`src/rtl/pseq_pkg.sv`:
```
// Package: shared widths and the latched configuration record of the
// excitation pulse sequencer. Assumes all tick counts share one width.
package pseq_pkg;
    localparam int TICK_W      = 16;
    localparam int SYNC_STAGES = 2;

    typedef struct packed {
        logic [TICK_W-1:0] width;
        logic [TICK_W-1:0] period;
        logic [TICK_W-1:0] rd_start;
        logic [TICK_W-1:0] rd_len;
    } seq_cfg_t;
endpackage

```
`src/rtl/pseq_sync.sv`:
```
// Module: multi-stage synchroniser for one asynchronous level.
// Assumes STAGES >= 2; output lags the input by STAGES clocks.
module pseq_sync #(
    parameter int STAGES = 2
) (
    input  logic clk,
    input  logic rst_n,
    input  logic d_async,
    output logic q_sync
);
    logic [STAGES-1:0] chain;

    generate
        for (genvar i = 0; i < STAGES; i++) begin : g_stage
            if (i == 0) begin : g_first
                // capture the raw input
                always_ff @(posedge clk) begin
                    if (!rst_n) chain[0] <= 1'b0;
                    else        chain[0] <= d_async;
                end
            end else begin : g_next
                // shift one stage further
                always_ff @(posedge clk) begin
                    if (!rst_n) chain[i] <= 1'b0;
                    else        chain[i] <= chain[i-1];
                end
            end
        end
    endgenerate

    assign q_sync = chain[STAGES-1];
endmodule

```
`src/rtl/pseq_timebase.sv`:
```
// Module: cycle tick counter with boundary-latched configuration.
// Decodes drive and read phases from the tick. Assumes the loaded
// setting has 1 <= width < period and rd_start + rd_len <= period.
module pseq_timebase
    import pseq_pkg::*;
(
    input  logic     clk,
    input  logic     rst_n,
    input  logic     run,
    input  seq_cfg_t cfg_in,
    output logic     active,
    output logic     load,
    output logic     pulse_last,
    output logic     drive_en,
    output logic     read_en
);
    localparam logic [TICK_W-1:0] ONE = TICK_W'(1);

    logic              active_q;
    logic [TICK_W-1:0] tick_q;
    seq_cfg_t          cfg_q;
    logic              last_tick;
    logic [TICK_W:0]   rd_end;

    // boundary decode: last tick of a cycle, and whether a new cycle loads
    always_comb begin
        last_tick  = active_q && (tick_q == cfg_q.period - ONE);
        load       = run && (!active_q || last_tick);
        pulse_last = active_q && (tick_q == cfg_q.width - ONE);
    end

    // tick counter, run state and configuration shadow
    always_ff @(posedge clk) begin
        if (!rst_n) begin
            active_q <= 1'b0;
            tick_q   <= '0;
            cfg_q    <= '0;
        end else if (load) begin
            cfg_q    <= cfg_in;
            tick_q   <= '0;
            active_q <= 1'b1;
        end else if (last_tick) begin
            active_q <= 1'b0;
            tick_q   <= '0;
        end else if (active_q) begin
            tick_q   <= tick_q + ONE;
        end
    end

    // phase decode for the drive pulse and the read window
    always_comb begin
        rd_end   = {1'b0, cfg_q.rd_start} + {1'b0, cfg_q.rd_len};
        drive_en = active_q && (tick_q < cfg_q.width);
        read_en  = active_q && (tick_q >= cfg_q.rd_start) && ({1'b0, tick_q} < rd_end);
    end

    assign active = active_q;

    AST_TICK_IN_RANGE: assert property (@(posedge clk) disable iff (!rst_n)
        active_q |-> (tick_q < cfg_q.period));
    AST_DRIVE_AT_TOP: assert property (@(posedge clk) disable iff (!rst_n)
        $rose(drive_en) |-> (tick_q == '0));
    AST_CFG_HELD: assert property (@(posedge clk) disable iff (!rst_n)
        (active_q && tick_q != '0) |-> $stable(cfg_q));
    AST_STOP_AT_END: assert property (@(posedge clk) disable iff (!rst_n)
        $fell(active_q) |-> ($past(tick_q) == $past(cfg_q.period) - ONE));
endmodule

```
`src/rtl/pseq_monitor.sv`:
```
// Module: per-window validity monitor. Tracks whether the synchronised
// detect rose during the pulse and whether it was low at the boundary
// that began the pulse; reports both on the strobe after the pulse.
// Assumes sw_s is already synchronised to clk.
module pseq_monitor (
    input  logic clk,
    input  logic rst_n,
    input  logic sw_s,
    input  logic load,
    input  logic pulse_last,
    input  logic drive_en,
    output logic win_done,
    output logic win_valid,
    output logic win_err_noswitch,
    output logic win_err_norelax
);
    logic seen_q;
    logic relax_bad_q;
    logic no_switch;

    // a switch counts if seen earlier or present on the final drive tick
    always_comb no_switch = !(seen_q || sw_s);

    // window bookkeeping: switch seen, relaxation fault at pulse start
    always_ff @(posedge clk) begin
        if (!rst_n) begin
            seen_q      <= 1'b0;
            relax_bad_q <= 1'b0;
        end else if (load) begin
            seen_q      <= 1'b0;
            relax_bad_q <= sw_s;
        end else if (drive_en && sw_s) begin
            seen_q      <= 1'b1;
        end
    end

    // end-of-pulse report registers
    always_ff @(posedge clk) begin
        if (!rst_n) begin
            win_done         <= 1'b0;
            win_valid        <= 1'b0;
            win_err_noswitch <= 1'b0;
            win_err_norelax  <= 1'b0;
        end else begin
            win_done         <= pulse_last;
            win_err_noswitch <= pulse_last && no_switch;
            win_err_norelax  <= pulse_last && relax_bad_q;
            win_valid        <= pulse_last && !no_switch && !relax_bad_q;
        end
    end

    AST_DONE_AFTER_PULSE: assert property (@(posedge clk) disable iff (!rst_n)
        win_done |-> $fell(drive_en));
    AST_NOSWITCH_QUALIFIED: assert property (@(posedge clk) disable iff (!rst_n)
        win_err_noswitch |-> win_done);
    AST_NORELAX_QUALIFIED: assert property (@(posedge clk) disable iff (!rst_n)
        win_err_norelax |-> win_done);
    AST_VALID_EXCLUSIVE: assert property (@(posedge clk) disable iff (!rst_n)
        win_done |-> (win_valid != (win_err_noswitch || win_err_norelax)));
endmodule

```
`src/rtl/stoch_pulse_seq.sv`:
```
// Module: top of the excitation pulse sequencer. Joins the detect
// synchroniser, the cycle timebase and the window monitor. Assumes the
// cfg buses hold a sane setting whenever a cycle boundary samples them.
module stoch_pulse_seq
    import pseq_pkg::*;
(
    input  logic              clk,
    input  logic              rst_n,
    input  logic              run,
    input  logic [TICK_W-1:0] cfg_width,
    input  logic [TICK_W-1:0] cfg_period,
    input  logic [TICK_W-1:0] cfg_rd_start,
    input  logic [TICK_W-1:0] cfg_rd_len,
    input  logic              sw_det,
    output logic              drive_en,
    output logic              read_en,
    output logic              win_done,
    output logic              win_valid,
    output logic              win_err_noswitch,
    output logic              win_err_norelax
);
    seq_cfg_t cfg_bus;
    logic     sw_s;
    logic     active;
    logic     load;
    logic     pulse_last;

    // bundle the configuration buses into one record
    always_comb begin
        cfg_bus.width    = cfg_width;
        cfg_bus.period   = cfg_period;
        cfg_bus.rd_start = cfg_rd_start;
        cfg_bus.rd_len   = cfg_rd_len;
    end

    pseq_sync #(.STAGES(SYNC_STAGES)) u_sync (
        .clk     (clk),
        .rst_n   (rst_n),
        .d_async (sw_det),
        .q_sync  (sw_s)
    );

    pseq_timebase u_timebase (
        .clk        (clk),
        .rst_n      (rst_n),
        .run        (run),
        .cfg_in     (cfg_bus),
        .active     (active),
        .load       (load),
        .pulse_last (pulse_last),
        .drive_en   (drive_en),
        .read_en    (read_en)
    );

    pseq_monitor u_monitor (
        .clk              (clk),
        .rst_n            (rst_n),
        .sw_s             (sw_s),
        .load             (load),
        .pulse_last       (pulse_last),
        .drive_en         (drive_en),
        .win_done         (win_done),
        .win_valid        (win_valid),
        .win_err_noswitch (win_err_noswitch),
        .win_err_norelax  (win_err_norelax)
    );

    AST_DRIVE_ONLY_ACTIVE: assert property (@(posedge clk) disable iff (!rst_n)
        drive_en |-> active);
    AST_DONE_SINGLE: assert property (@(posedge clk) disable iff (!rst_n)
        win_done |=> !win_done);
endmodule

```
`config.mk`:
```
export PLATFORM = sky130hd
export DESIGN_NAME = stoch_pulse_seq
export DESIGN_NICKNAME = d
export VERILOG_FILES = /design/src/rtl/pseq_pkg.sv /design/src/rtl/pseq_sync.sv /design/src/rtl/pseq_timebase.sv /design/src/rtl/pseq_monitor.sv /design/src/rtl/stoch_pulse_seq.sv
export SDC_FILE = /design/constraint.sdc
export NUM_CORES = 1
export LEC_CHECK = 0
export ABC_CLOCK_PERIOD_IN_PS = 4400
export BUFFER_PORTS_ARGS = -buffer_cell sky130_fd_sc_hd__buf_2
export CORE_MARGIN = 3
export CORE_UTILIZATION = 27
export CTS_CLUSTER_DIAMETER = 30
export DETAILED_ROUTE_END_ITERATION = 8
export SYNTH_ARGS = -nofsm -noshare
export SYNTH_HDL_FRONTEND = slang
export SYNTH_HIERARCHICAL = 1
export SYNTH_SLANG_ARGS = --single-unit
```
`constraint.sdc`:
```
create_clock -name clk -period 4.4 [get_ports clk]
set_input_delay 0.88 -clock clk [delete_from_list [all_inputs] [get_ports clk]]
set_output_delay 0.88 -clock clk [all_outputs]
set_load 0.005 [all_outputs]
```
# After elaboration in Yosys (flattened, before gate mapping)
# Cells that the tools add are included.
# word_totals
ff_bits,89
in_bits,68
elab_cells,45
# classes
add_sub_neg,4
n_lt_le_gt_ge,3
n_eq_ne,2
n_mux,2
n_bitwise,1
n_reduce_logical,19
# op_table
op,n
== test 16 bit,2
subtractor 16 x 1 -> 16 bit (second input constant),2
adder 16 x 16 -> 17 bit,1
less-than comparator 16 x 17 -> 1 bit,1
adder 16 x 1 -> 16 bit (second input constant),1
greater-or-equal comparator 16 bit,1
less-than comparator 16 bit,1
logical AND 1 bit,11
zero test 1 bit,3
OR reduction 3 bit,1
logical OR 1 bit,2
two-way mux 1 bit,2
nonzero test 2 bit,1
OR reduction 2 bit,1
inverter 1 bit,1

# Depth between registers and ports, before layout
# Gate-level depths: netlist (run 1).
# logic_depth
ltp_word,6
depth_mapped,17
ltp_nobuf,17

# By module
# The synthesis (run 1) kept the hierarchy.
# by_module_without_submodules
module,n_inst,cells_per_inst,area_each_um2,seq_area_each_um2
pseq_timebase,1,753,5835.6,1621.6
pseq_monitor,1,16,186.4,120.1
pseq_sync,1,4,52.6,40.0

# Least setup slack after synthesis (run 1)
# No wires, ideal clock.
# synth_timing
path_type,register to output
start,register u_timebase/cfg_q[0] (netlist bit)
end,output read_en
arrival_ns,3.328
required_time_ns,3.520
path_slack_ns,0.192
stages_incl_launch_ff,16
n_path_buf,0
path_cell_list,dfxtp_1 > ha_1 > fa_1 > a21o_1 > a21oi_1 > o21ai_0 > o31ai_1 > o21ai_0 > o41ai_1 > xor2_1 > ha_1 > o21ai_0 > nand2b_1 > a2111oi_0 > o21ai_0 > a31oi_1
# synth_between
elab_chain_cells,3
# synth_rtl
item,line_no,source
from (decl),pseq_timebase.sv:21,seq_cfg_t cfg_q;
from (signal assigned),pseq_timebase.sv:39,cfg_q <= cfg_in;
adder 16 x 16 -> 17 bit,pseq_timebase.sv:52,"rd_end = {1'b0, cfg_q.rd_start} + {1'b0, cfg_q.rd_len};"
less-than comparator 16 x 17 -> 1 bit,pseq_timebase.sv:54,"read_en = active_q && (tick_q >= cfg_q.rd_start) && ({1'b0, tick_q} < rd_end);"
logical AND 1 bit,pseq_timebase.sv:54,
to (decl),stoch_pulse_seq.sv:16,"output logic read_en,"
# No other way between the ends.

# Final worst setup path (run 1)
# Same ends and word-level chain as after synthesis.

==> flow_metrics.env, run 1 <==
export IMPL_synth_seq_cells=89
export IMPL_worstSetupStartpointType="flop"
export IMPL_portBuffers=73
export IMPL_grt_setup_unrepaired="true"
export IMPL_worstSetupStartpoint="u_timebase/cfg_q[0]"
export IMPL_r2r_cells=9
export IMPL_worstSetupPathType="flop to output port"
export IMPL_p_seq_share_pct=42.1
export IMPL_min_from="u_sync/chain[0]"
export IMPL_hold_class="flop to flop"
export IMPL_vias_per_cell=4.804
export IMPL_ir_drop_mv=0.1407
export IMPL_pin_count=74
export IMPL_overflow=0
export IMPL_num_fill_cells=2357
export IMPL_gr_usage_met2_pct=19.73
export IMPL_seq_area_frac_synth_pct=29.33
export IMPL_internal_power_mw=1.506
export IMPL_cts_root_buf="clkbuf_16"
export IMPL_vias=5357
export IMPL_synth_nets=908
export IMPL_tritoncts="done"
export IMPL_violations="negative setup slack"
export IMPL_total_leakage_power_nw=2.899
export IMPL_yosysWarnings=6
export IMPL_clk_pin_slew_ns=0.06
export IMPL_drtIter0Drc=327
export IMPL_power_switching_uw=606.1
export IMPL_initial_core_util_pct=27.66
export IMPL_p_per_area_mw_per_mm2=297.1
export IMPL_mostFrequentLayoutCells="88 x nand2_1, 85 x dfxtp_1, 81 x nand3_1, 74 x o21ai_0, 72 x buf_2"
export IMPL_fmax_mhz=219.6
export IMPL_numCtsBuffers=9
export IMPL_p_comb_share_pct=20.0
export IMPL_slew_headroom_pct=34.31
export IMPL_whs_endpoint="u_sync/q_sync"
export IMPL_required_ns=3.52
export IMPL_dp_final_hpwl_mm=11.42
export IMPL_wl_mm=14.87
export IMPL_die_w_um=156.0
export IMPL_period_minus_slack_ns=4.554
export IMPL_nets=967
export IMPL_switching_share_pct=28.69
export IMPL_crit_buf_inv=2
export IMPL_clockBufferDepth=2
export IMPL_die_area_mm2=0.02433
export IMPL_cpMaxStageDelayCell="fa_2"
export IMPL_setup_viol=1
export IMPL_place_gp_congestion=0.7985
export IMPL_register_area_mm2=0.001787
export IMPL_slew_violations=0
export IMPL_grt_max_degree=85
export IMPL_max_stage_delay_ns=0.34
export IMPL_cp_max_fo=3
export IMPL_finalInstanceArea_mm2=0.007109
export IMPL_placed_area_mm2=0.006736
export IMPL_die_height_um=156.0
export IMPL_area_growth_pct=17.03
export IMPL_grt_busiest_layer="met2"
export IMPL_worst_pin_slew_ns=0.9822
export IMPL_drive_gt1_share_pct=15.93
export IMPL_drt_pass1_iterations=4
export IMPL_final_setup_worst_slack_ns=-0.1540
export IMPL_cp_top_family="compound AO/OA/AOI/OAI gates"
export IMPL_hold_viol_final=0
export IMPL_mostFrequentLayoutCell="nand2_1"
export IMPL_wl_per_cell_um=13.33
export IMPL_skew_ns=0.009909
export IMPL_syn_inst=773
export IMPL_ys_types=64
export IMPL_period_share_pct=103.5
export IMPL_antennaDiodeCount=0
export IMPL_grtUsageTotal_pct=12.63
export IMPL_async_flop_share_pct=0
export IMPL_drc=0
export IMPL_drtAntennaViolNets=0
export IMPL_status="finished with violations"
export IMPL_syn_avg_cell_area_um2=7.858
export IMPL_cap_violations=0
export IMPL_dp_slack_ns=-0.2481
export IMPL_hold_depth=1
export IMPL_rows=54
export IMPL_rrSetupSlack_ns=0.83
export IMPL_ctsHtreeMaxLevel=3
export IMPL_grt_pass1_vias=5019
export IMPL_multiInputGateArea_mm2=0.003996
export IMPL_netlist_area_mm2=0.006075
export IMPL_p_clk_share_pct=37.9
export IMPL_r2r_end="u_timebase/cfg_q[10]"
export IMPL_arrival_ns=3.67
export IMPL_path_cells="ha_4, fa_2, a21o_1, a21oi_2, o21ai_2, o31ai_2, o21ai_2, o41ai_2, buf_4, xor2_1, ha_1, o21ai_1, nand2b_1, a2111oi_2, o21ai_1, a31oi_1, buf_2"
export IMPL_crit_reg2reg_launch="u_timebase/cfg_q[34]"
export IMPL_hold_slack_ns=0.4302
export IMPL_met3_usage_pct=3.024
export IMPL_synth_edf_count=0
export IMPL_grt_pass1_wl_mm=24.96
export IMPL_antenna_found_initial=0
export IMPL_use_met1_pct=17.23
export IMPL_synthFlopType="dfxtp_1"
export IMPL_insertion_delay_ns=0.36
export IMPL_design_core_area_mm2=0.02196
export IMPL_clock_sinks=89
export IMPL_worstSetupEndpointType="output port"
how the worst max path moves through the flow:
stage,endpoint,slack [ns],cells after the start
after CTS,read_en,-0.34,17
after global placement,read_en,-0.17,17
final,read_en,-0.15,17
after floorplan,read_en,0.19,15
after global routing,read_en,-0.46,17
after detailed placement,read_en,-0.25,17
flip-flops by register name, indices dropped and copies added (netlist names):
signal                      cells
u_monitor/relax_bad_q           1
u_monitor/seen_q                1
u_monitor/win_done              1
u_monitor/win_err_norelax       1
u_monitor/win_err_noswitch      1
u_monitor/win_valid             1
u_sync/chain                    1
u_sync/q_sync                   1
u_timebase/active               1
u_timebase/cfg_q               64
u_timebase/tick_q              16
power by group through the flow:
| stage | Clock [mW] | Combinational (mW) | Sequential (mW) |
|---|---|---|---|
| 6_report | 0.799 | 0.423 | 0.890 |
| 5_1_grt | 0.856 | 0.486 | 0.898 |
| 4_1_cts | 0.823 | 0.426 | 0.890 |
| 3_5_place_dp | 0 | 0.420 | 0.908 |
| 3_3_place_gp | 0 | 0.415 | 0.907 |
| 2_1_floorplan | 0 | 0.319 | 0.890 |
final cells by class:
| cell class | count | share of cell area [%] |
|---|---|---|
| Multi-Input combinational cell | 597 | 56.21 |
| Sequential cell | 89 | 25.13 |
| Timing Repair Buffer | 89 | 7.040 |
| Tap cell | 280 | 4.928 |
| Clock buffer | 11 | 3.555 |
| Inverter | 46 | 2.429 |
| Clock inverter | 3 | 0.7040 |
logic make-up (layout without fill, tap and decap cells):
group / count (synthesis) / in the layout / share of synthesized area, %
xor+xnor: 70 / 70 / 10.09
fa+ha+maj: 67 / 67 / 13.92
simple gates: 292 / 292 / 23.50
mux: 3 / 3 / 0.4944
buf+inv: 87 / 149 / 5.891
flops: 89 / 89 / 29.33
compound gates: 165 / 165 / 16.77
stage by stage:
step                instances  total power [mW]  setup TNS [ns]  utilization, %
floorplan                 773             1.209               0               -
CTS                      1114             2.138         -0.3378           32.18
finish                   1115             2.112         -0.1540           32.38
detailed placement       1099             1.328         -0.2481           30.68
global route             1115             2.240         -0.4638           32.38
global placement         1099             1.322         -0.1726           30.68
timing repair:
item | in CTS | in global routing
hold buffers | 0 | 0
setup buffers | 1 | 1
gates resized for setup | 10 | 9
setup endpoints to repair | 1 | 1
pin swaps | 7 | 5
cell usage after synthesis, drive strengths merged, types with 2 or more instances:
| library cell | count | area share [%] |
|---|---|---|
| a211oi | 3 | 0.37 |
| and2 | 4 | 0.41 |
| o21ai | 90 | 7.8 |
| ha | 66 | 14 |
| nor4 | 7 | 1.1 |
| nor2 | 49 | 3.0 |
| xnor2 | 37 | 5.3 |
| nor3 | 14 | 1.2 |
| a221oi | 3 | 0.43 |
| nand3 | 81 | 6.7 |
| a2111o | 2 | 0.37 |
| dfxtp | 89 | 29 |
| xor2 | 33 | 4.8 |
| o31ai | 3 | 0.37 |
| o311ai | 2 | 0.29 |
| a21oi | 24 | 2.0 |
| nor3b | 3 | 0.45 |
| and3 | 5 | 0.51 |
| nand2b | 8 | 0.82 |
| a31oi | 6 | 0.62 |
| nand4b | 2 | 0.29 |
| o21a | 9 | 1.1 |
| or4 | 3 | 0.43 |
| nand4 | 10 | 1.0 |
| o21bai | 2 | 0.25 |
| clkbuf | 26 | 1.6 |
| nand2 | 88 | 5.4 |
| o41ai | 2 | 0.29 |
| mux2i | 3 | 0.49 |
| inv | 46 | 2.8 |
| or3 | 5 | 0.51 |
| a2111oi | 2 | 0.29 |
| o211ai | 3 | 0.37 |
| nor2b | 8 | 0.82 |
| buf | 15 | 1.4 |
worst reg2reg max path: stages, from the launching register on:
cell and delay [ns]:
dfxtp_1 0.37, or4_4 0.58, nor4_1 0.62, xor2_1 0.21, o221a_2 0.20, o21ai_1 0.10
a41oi_4 0.78, buf_12 0.36, nand3_1 0.16, o21ai_0 0.11
routing by layer:
| layer | part of all wire [%] | up-vias |
|---|---|---|
| li1 | - | 2835 |
| met1 | 48 | 2417 |
| met2 | 45 | 88 |
| met3 | 5.5 | 17 |
| met4 | 1.4 | 0 |
| met5 | 0 | - |
Power figures use the tool's default switching activity.
==> run 2: changes to the inputs <==
GPL_TIMING_DRIVEN = 0   (was default)
REMOVE_ABC_BUFFERS = 1   (was default)
==> run 2 against run 1 <==
Net effect: the run still ends with negative setup slack left; critical path depth stayed put; sequential share of layout area is 0.34 points lower; clock-buffer cell count is 1 lower; sequential power hardly changed; clock skew is 0.0036 ns higher; final area is 1.3% higher; core utilization is 0.43 points higher; flip-flop and latch count stayed put; via count is 2.1% lower; first-iteration DRC count is 39% lower; routed wire length is 0.62% higher; critical path type unchanged; critical endpoint unchanged.
==> flow_metrics.env, run 2 (synthesis results as in run 1) <==
export IMPL_status="finished with violations"
export IMPL_violations="negative setup slack"
export IMPL_drc=0
export IMPL_design_core_area_mm2=0.02196
export IMPL_worstSetupStartpointType="flop"
export IMPL_skew_ns=0.01348
export IMPL_cp_max_fo=3
export IMPL_antenna_found_initial=0
export IMPL_total_power_mw=2.116
export IMPL_die_area_mm2=0.02433
export IMPL_place_gp_congestion=0.7685
export IMPL_dp_final_hpwl_mm=10.96
export IMPL_cts_hold_buf=0
export IMPL_slew_violations=0
export IMPL_largestRegisters="u_timebase/cfg_q x64, u_timebase/tick_q x16"
export IMPL_path_cells="ha_4, fa_2, a21o_1, a21oi_2, o21ai_2, o31ai_2, o21ai_1, o41ai_2, buf_4, xor2_1, ha_1, o21ai_1, nand2b_1, a2111oi_4, o21ai_1, a31oi_2, buf_2"
export IMPL_crit_path_frequent_cell="o21ai_1"
export IMPL_fmax_mhz=213.1
export IMPL_initial_core_util_pct=27.66
export IMPL_worst_pin_slew_ns=1.112
export IMPL_ir_drop_mv=0.2188
export IMPL_nets=969
export IMPL_slew_headroom_pct=25.17
export IMPL_p_comb_share_pct=20.3
export IMPL_wl_per_cell_um=13.37
export IMPL_clock_sinks=89
export IMPL_die_height_um=156.0
export IMPL_clockBufferDepth=2
export IMPL_internal_power_mw=1.496
export IMPL_ctsHtreeMaxLevel=3
export IMPL_placed_area_mm2=0.006714
export IMPL_pin_count=74
export IMPL_total_leakage_power_nw=2.932
export IMPL_insertion_delay_ns=0.36
export IMPL_cap_violations=0
export IMPL_cts_root_buf="clkbuf_16"
export IMPL_largest_register_ffs=64
export IMPL_mostFrequentLayoutCells="88 x nand2_1, 86 x dfxtp_1, 81 x nand3_1, 73 x o21ai_0, 72 x buf_2"
export IMPL_vias=5246
export IMPL_grt_max_degree=74
export IMPL_grt_setup_unrepaired="true"
export IMPL_grtUsageTotal_pct=12.53
export IMPL_tritoncts="done"
export IMPL_power_switching_uw=619.5
export IMPL_period_minus_slack_ns=4.693
export IMPL_drive_gt1_share_pct=16.45
export IMPL_setup_viol=1
export IMPL_final_setup_worst_slack_ns=-0.2932
export IMPL_drt_pass1_iterations=4
export IMPL_finalInstanceArea_mm2=0.007203
export IMPL_wl_mm=14.96
export IMPL_drtIter0Drc=201
export IMPL_cpMaxStageDelayCell="fa_2"
export IMPL_p_per_area_mw_per_mm2=293.7
export IMPL_p_seq_share_pct=41.9
export IMPL_mostFrequentLayoutCell="nand2_1"
export IMPL_setup_tns_ns=-0.2932
export IMPL_arrival_ns=3.81
export IMPL_worstSetupEndpointType="output port"
export IMPL_numCtsBuffers=9
export IMPL_required_ns=3.52
export IMPL_grt_pass1_vias=5094
export IMPL_max_stage_delay_ns=0.36
export IMPL_rows=54
export IMPL_dp_slack_ns=-0.7107
export IMPL_switching_share_pct=29.28
export IMPL_finish_utilization_pct=32.80
export IMPL_antennaDiodeCount=0
export IMPL_die_w_um=156.0
export IMPL_largest_register="u_timebase/cfg_q"
export IMPL_p_clk_share_pct=37.8
export IMPL_drtAntennaViolNets=0
export IMPL_hold_viol_final=0
export IMPL_clk_pin_slew_ns=0.07
export IMPL_num_fill_cells=2287
export IMPL_overflow=0
export IMPL_vias_per_cell=4.688
export IMPL_portBuffers=73
export IMPL_worstSetupPathType="flop to output port"
export IMPL_period_share_pct=106.7
export IMPL_grt_pass1_wl_mm=24.87
export IMPL_area_growth_pct=18.58
export IMPL_hold_class="flop to flop"
run 2: area by class of cell:
| type | count | area (um2) | area share, % |
|---|---|---|---|
| Clock buffer | 10 | 239.0 | 3.318 |
| Tap cell | 280 | 350.3 | 4.864 |
| Timing Repair Buffer | 91 | 568.0 | 7.886 |
| Sequential cell | 89 | 1785 | 24.79 |
| Inverter | 46 | 172.7 | 2.397 |
| Multi-Input combinational cell | 597 | 4023 | 55.85 |
| Clock inverter | 6 | 65.06 | 0.9032 |
run 2: power by group through the flow:
| stage | logic (mW) | clock network [mW] | registers, mW |
|---|---|---|---|
| global placement | 0.402 | 0 | 0.904 |
| detailed placement | 0.422 | 0 | 0.905 |
| CTS | 0.431 | 0.828 | 0.888 |
| floorplan | 0.293 | 0 | 0.893 |
| global route | 0.492 | 0.859 | 0.894 |
| finish | 0.429 | 0.799 | 0.887 |
run 2: path summary, 6_finish.rpt:
| path | slack [ns] | depth (start not counted) | endpoint | from |
|---|---|---|---|---|
| worst min register to register | 0.44 | 1 | u_sync/q_sync | u_sync/chain[0] |
| worst min-delay path | 0.44 | 1 | u_sync/q_sync | u_sync/chain[0] |
| worst max register to register | 0.89 | 10 | u_timebase/cfg_q[27] | u_timebase/cfg_q[34] |
| worst max-delay path | -0.29 | 17 | read_en | u_timebase/cfg_q[16] |
run 2: worst max-delay path, delay by kind of cell (launching register included):
kind | cells | cell delay (ns)
flip-flops | 1 | 0.34
AND/OR/NAND/NOR | 1 | 0.11
adder cells (fa/ha/maj) | 3 | 0.79
buffers and inverters | 2 | 0.32
AO/OA/AOI/OAI | 10 | 1.72
XOR/XNOR | 1 | 0.16
run 2: timing repair:
item,in CTS,in global routing
buffers inserted,11,3
resized for setup,16,6
setup endpoints to repair,1,1
pin swaps,4,10
gates cloned,0,0
run 2: per-layer routing:
| metal | wire length, um | track usage [%] | vias to the layer above |
|---|---|---|---|
| met5 | 0 | 0 | - |
| met4 | 153 | 3.911 | 0 |
| met3 | 565 | 2.913 | 9 |
| met2 | 7093 | 20.82 | 67 |
| met1 | 7148 | 16.11 | 2327 |
| li1 | - | - | 2843 |
run 2: per-stage QoR:
stage | hold slack, ns | instances
3_3_place_gp | 0.4241 | 1085
3_5_place_dp | 0.4230 | 1089
4_1_cts | 0.4397 | 1116
6_report | 0.4383 | 1119
2_1_floorplan | 0.4118 | 732
5_1_grt | 0.4712 | 1119
==> run 3: changes to the inputs <==
ABC_CLOCK_PERIOD_IN_PS = 5800   (was 4400)
SYNTH_HIERARCHICAL = default   (was 1)
clock period = 5.8 ns   (was 4.4 ns; I/O delays follow)
==> run 3 against run 2 <==
Net effect: the flow now finishes without violations; register-to-register slack improved by 1.1 ns; sequential share of layout area decreased by 0.42 points; final area up 1.5%; worst hold slack worse by 0.0066 ns; clock-buffer cell count fell by 1; largest power group unchanged; critical path depth is 1 lower; combinational power shrank 24%; non-clock buffer count shrank 14; first-iteration DRC count increased by 4.5%; total power shrank 22%.
==> flow_metrics.env, run 3 <==
export IMPL_grt_setup_unrepaired="false"
export IMPL_power_switching_uw=465.5
export IMPL_synth_simple_area_share_pct=20.87
export IMPL_largest_register="u_timebase.cfg_q"
export IMPL_cts_resized=0
export IMPL_wl_mm=14.34
export IMPL_synth_edf_count=0
export IMPL_worstSetupStartpointType="flop"
export IMPL_syn_inst=774
export IMPL_wl_per_cell_um=12.56
export IMPL_synth_seq_cells=89
export IMPL_yosysWarnings=0
export IMPL_mostFrequentLayoutCell="nand2_1"
export IMPL_placed_area_mm2=0.006994
export IMPL_area_growth_pct=15.74
export IMPL_synthXorXnorAreaFrac_pct=9.010
export IMPL_period_minus_slack_ns=5.126
export IMPL_antennaDiodeCount=0
export IMPL_total_leakage_power_nw=3.190
export IMPL_p_per_area_mw_per_mm2=224.4
export IMPL_mostFrequentLayoutCells="153 x nand2_1, 89 x dfxtp_1, 72 x buf_2, 69 x mux2i_1, 66 x ha_1"
export IMPL_p_comb_share_pct=19.9
export IMPL_status="complete, no violations"
export IMPL_hold_class="flop to flop"
export IMPL_setup_viol=0
export IMPL_dp_final_hpwl_mm=11.00
export IMPL_clock_sinks=89
export IMPL_grt_max_degree=74
export IMPL_arrival_ns=3.97
export IMPL_cts_hold_buf=0
export IMPL_internal_power_mw=1.176
export IMPL_synthFlopType="dfxtp_1"
export IMPL_clockBufferDepth=2
export IMPL_required_ns=4.64
export IMPL_finish_utilization_pct=32.01
export IMPL_final_setup_worst_slack_ns=0.6735
export IMPL_grt_pass1_wl_mm=24.54
export IMPL_largest_register_ffs=64
export IMPL_overflow=0
export IMPL_yosysTopAreaCellShare_pct=28.20
export IMPL_clk_pin_slew_ns=0.07
export IMPL_slew_violations=0
export IMPL_rows=55
export IMPL_largestRegisters="u_timebase.cfg_q x64, u_timebase.tick_q x16"
export IMPL_die_area_mm2=0.02527
export IMPL_switching_share_pct=28.36
export IMPL_yosysTopAreaCell="dfxtp_1"
export IMPL_drive_gt1_share_pct=12.06
export IMPL_cts_root_buf="clkbuf_16"
export IMPL_antenna_found_initial=0
export IMPL_design_core_area_mm2=0.02285
export IMPL_setup_tns_ns=0
export IMPL_netlist_top_cells_area="dfxtp_1 28%, ha_1 13%, mux2i_1 11%, nand2_1 9.1%, xnor2_1 4.9%"
export IMPL_finalInstanceArea_mm2=0.007313
export IMPL_ir_drop_mv=0.1395
export IMPL_drc=0
export IMPL_grt_pass1_vias=5152
export IMPL_synthTopCellsByCount="153 x nand2_1, 89 x dfxtp_1, 69 x mux2i_1"
export IMPL_async_flop_share_pct=0
export IMPL_insertion_delay_ns=0.35
export IMPL_numCtsBuffers=9
export IMPL_worst_pin_slew_ns=1.125
export IMPL_syn_avg_cell_area_um2=8.164
export IMPL_period_share_pct=88.39
export IMPL_ys_types=57
export IMPL_grtUsageTotal_pct=11.54
export IMPL_seq_area_frac_synth_pct=28.20
export IMPL_worstSetupPathType="flop to output port"
export IMPL_fmax_mhz=195.1
export IMPL_synth_compound_area_share_pct=11.92
export IMPL_vias=5204
export IMPL_worstSetupEndpointType="output port"
export IMPL_p_clk_share_pct=38.8
export IMPL_dp_slack_ns=0.9686
export IMPL_synth_fa_ha_area_share_pct=13.39
export IMPL_cp_max_fo=4
export IMPL_drt_pass1_iterations=4
export IMPL_netlist_area_mm2=0.006319
export IMPL_drtAntennaViolNets=0
export IMPL_cap_violations=0
export IMPL_nets=959
export IMPL_portBuffers=73
export IMPL_post_cts_setup_buffers=0
export IMPL_p_seq_share_pct=41.3
export IMPL_drtIter0Drc=210
export IMPL_vias_per_cell=4.557
export IMPL_tritoncts="done"
export IMPL_slew_headroom_pct=24.64
export IMPL_synthMuxAreaShare_pct=10.93
export IMPL_synth_most_common_cell="nand2_1"
export IMPL_skew_ns=0.006101
export IMPL_synth_top_family_by_area="simple AND/OR/NAND/NOR gates"
export IMPL_pin_count=74
export IMPL_die_w_um=159.0
export IMPL_place_gp_congestion=0.8028
export IMPL_hold_viol_final=0
export IMPL_initial_core_util_pct=27.66
export IMPL_die_height_um=159.0
export IMPL_ctsHtreeMaxLevel=3
run 3: changes by cell type after synthesis, moves of 6 or more:
cell / before / now
nand3_1: 81 / 14
mux2i_1: 3 / 69
nand2_1: 88 / 153
o21ai_0: 78 / 21
a21o_1: 1 / 14
nor2_1: 49 / 36
o21ai_2: 6 / 0
or4_1: 2 / 8
run 3: cells by family after synthesis:
logic type | Yosys count
AOI/OAI and AO/OA | 115
xor gates and xnor gates | 65
adders and majority gates | 67
buffers and inverters | 83
DFF | 89
muxes | 69
and+or+nand+nor | 286
run 3: power groups by stage:
stage / Sequential (mW) / Combinational, mW / Clock, mW
6_report: 0.677 / 0.327 / 0.637
5_1_grt: 0.683 / 0.377 / 0.673
4_1_cts: 0.677 / 0.332 / 0.654
3_5_place_dp: 0.691 / 0.330 / 0
3_3_place_gp: 0.691 / 0.335 / 0
2_1_floorplan: 0.680 / 0.247 / 0
run 3: worst max-delay path, stage by stage (launching register included):
cell,delay (ns)
dfxtp_1,0.40
ha_1,0.27
a211oi_1,0.29
o21ai_0,0.25
a311o_1,0.34
a31oi_1,0.26
o21ai_0,0.14
xnor2_1,0.14
ha_1,0.29
a21o_1,0.18
a21o_1,0.16
a21oi_1,0.19
nand2_1,0.07
a211oi_1,0.21
o31ai_1,0.12
nor2_1,0.18
buf_2,0.14
run 3: worst paths after layout:
kind | start | depth (start not counted) | to | slack, ns
max | u_timebase.cfg_q[17] | 16 | read_en | 0.67
min | u_sync.chain[0] | 1 | u_sync.q_sync | 0.43
max reg2reg | u_timebase.cfg_q[32] | 11 | u_timebase.cfg_q[21] | 2.03
min reg2reg | u_sync.chain[0] | 1 | u_sync.q_sync | 0.43
run 3: layout make-up:
| class | instances | area, um2 |
|---|---|---|
| Multi-Input combinational cell | 602 | 4189 |
| Inverter | 45 | 168.9 |
| Fill cell | 2494 | 15530 |
| Clock inverter | 7 | 93.84 |
| Clock buffer | 9 | 225.2 |
| Sequential cell | 89 | 1782 |
| Tap cell | 313 | 391.6 |
| Timing Repair Buffer | 77 | 462.9 |
run 3: metrics by stage:
step / hold slack (ns) / power [mW] / std cells
global placement: 0.4188 / 1.027 / 1122
CTS: 0.4382 / 1.663 / 1142
finish: 0.4318 / 1.641 / 1142
global route: 0.4569 / 1.733 / 1142
detailed placement: 0.4227 / 1.021 / 1126
floorplan: 0.4118 / 0.9276 / 736
run 3: layer usage:
layer	track usage (%)	part of all wire, %
met3	2.315	3.1
met5	0	0
met4	2.547	0.68
met1	15.34	50
met2	19.42	46
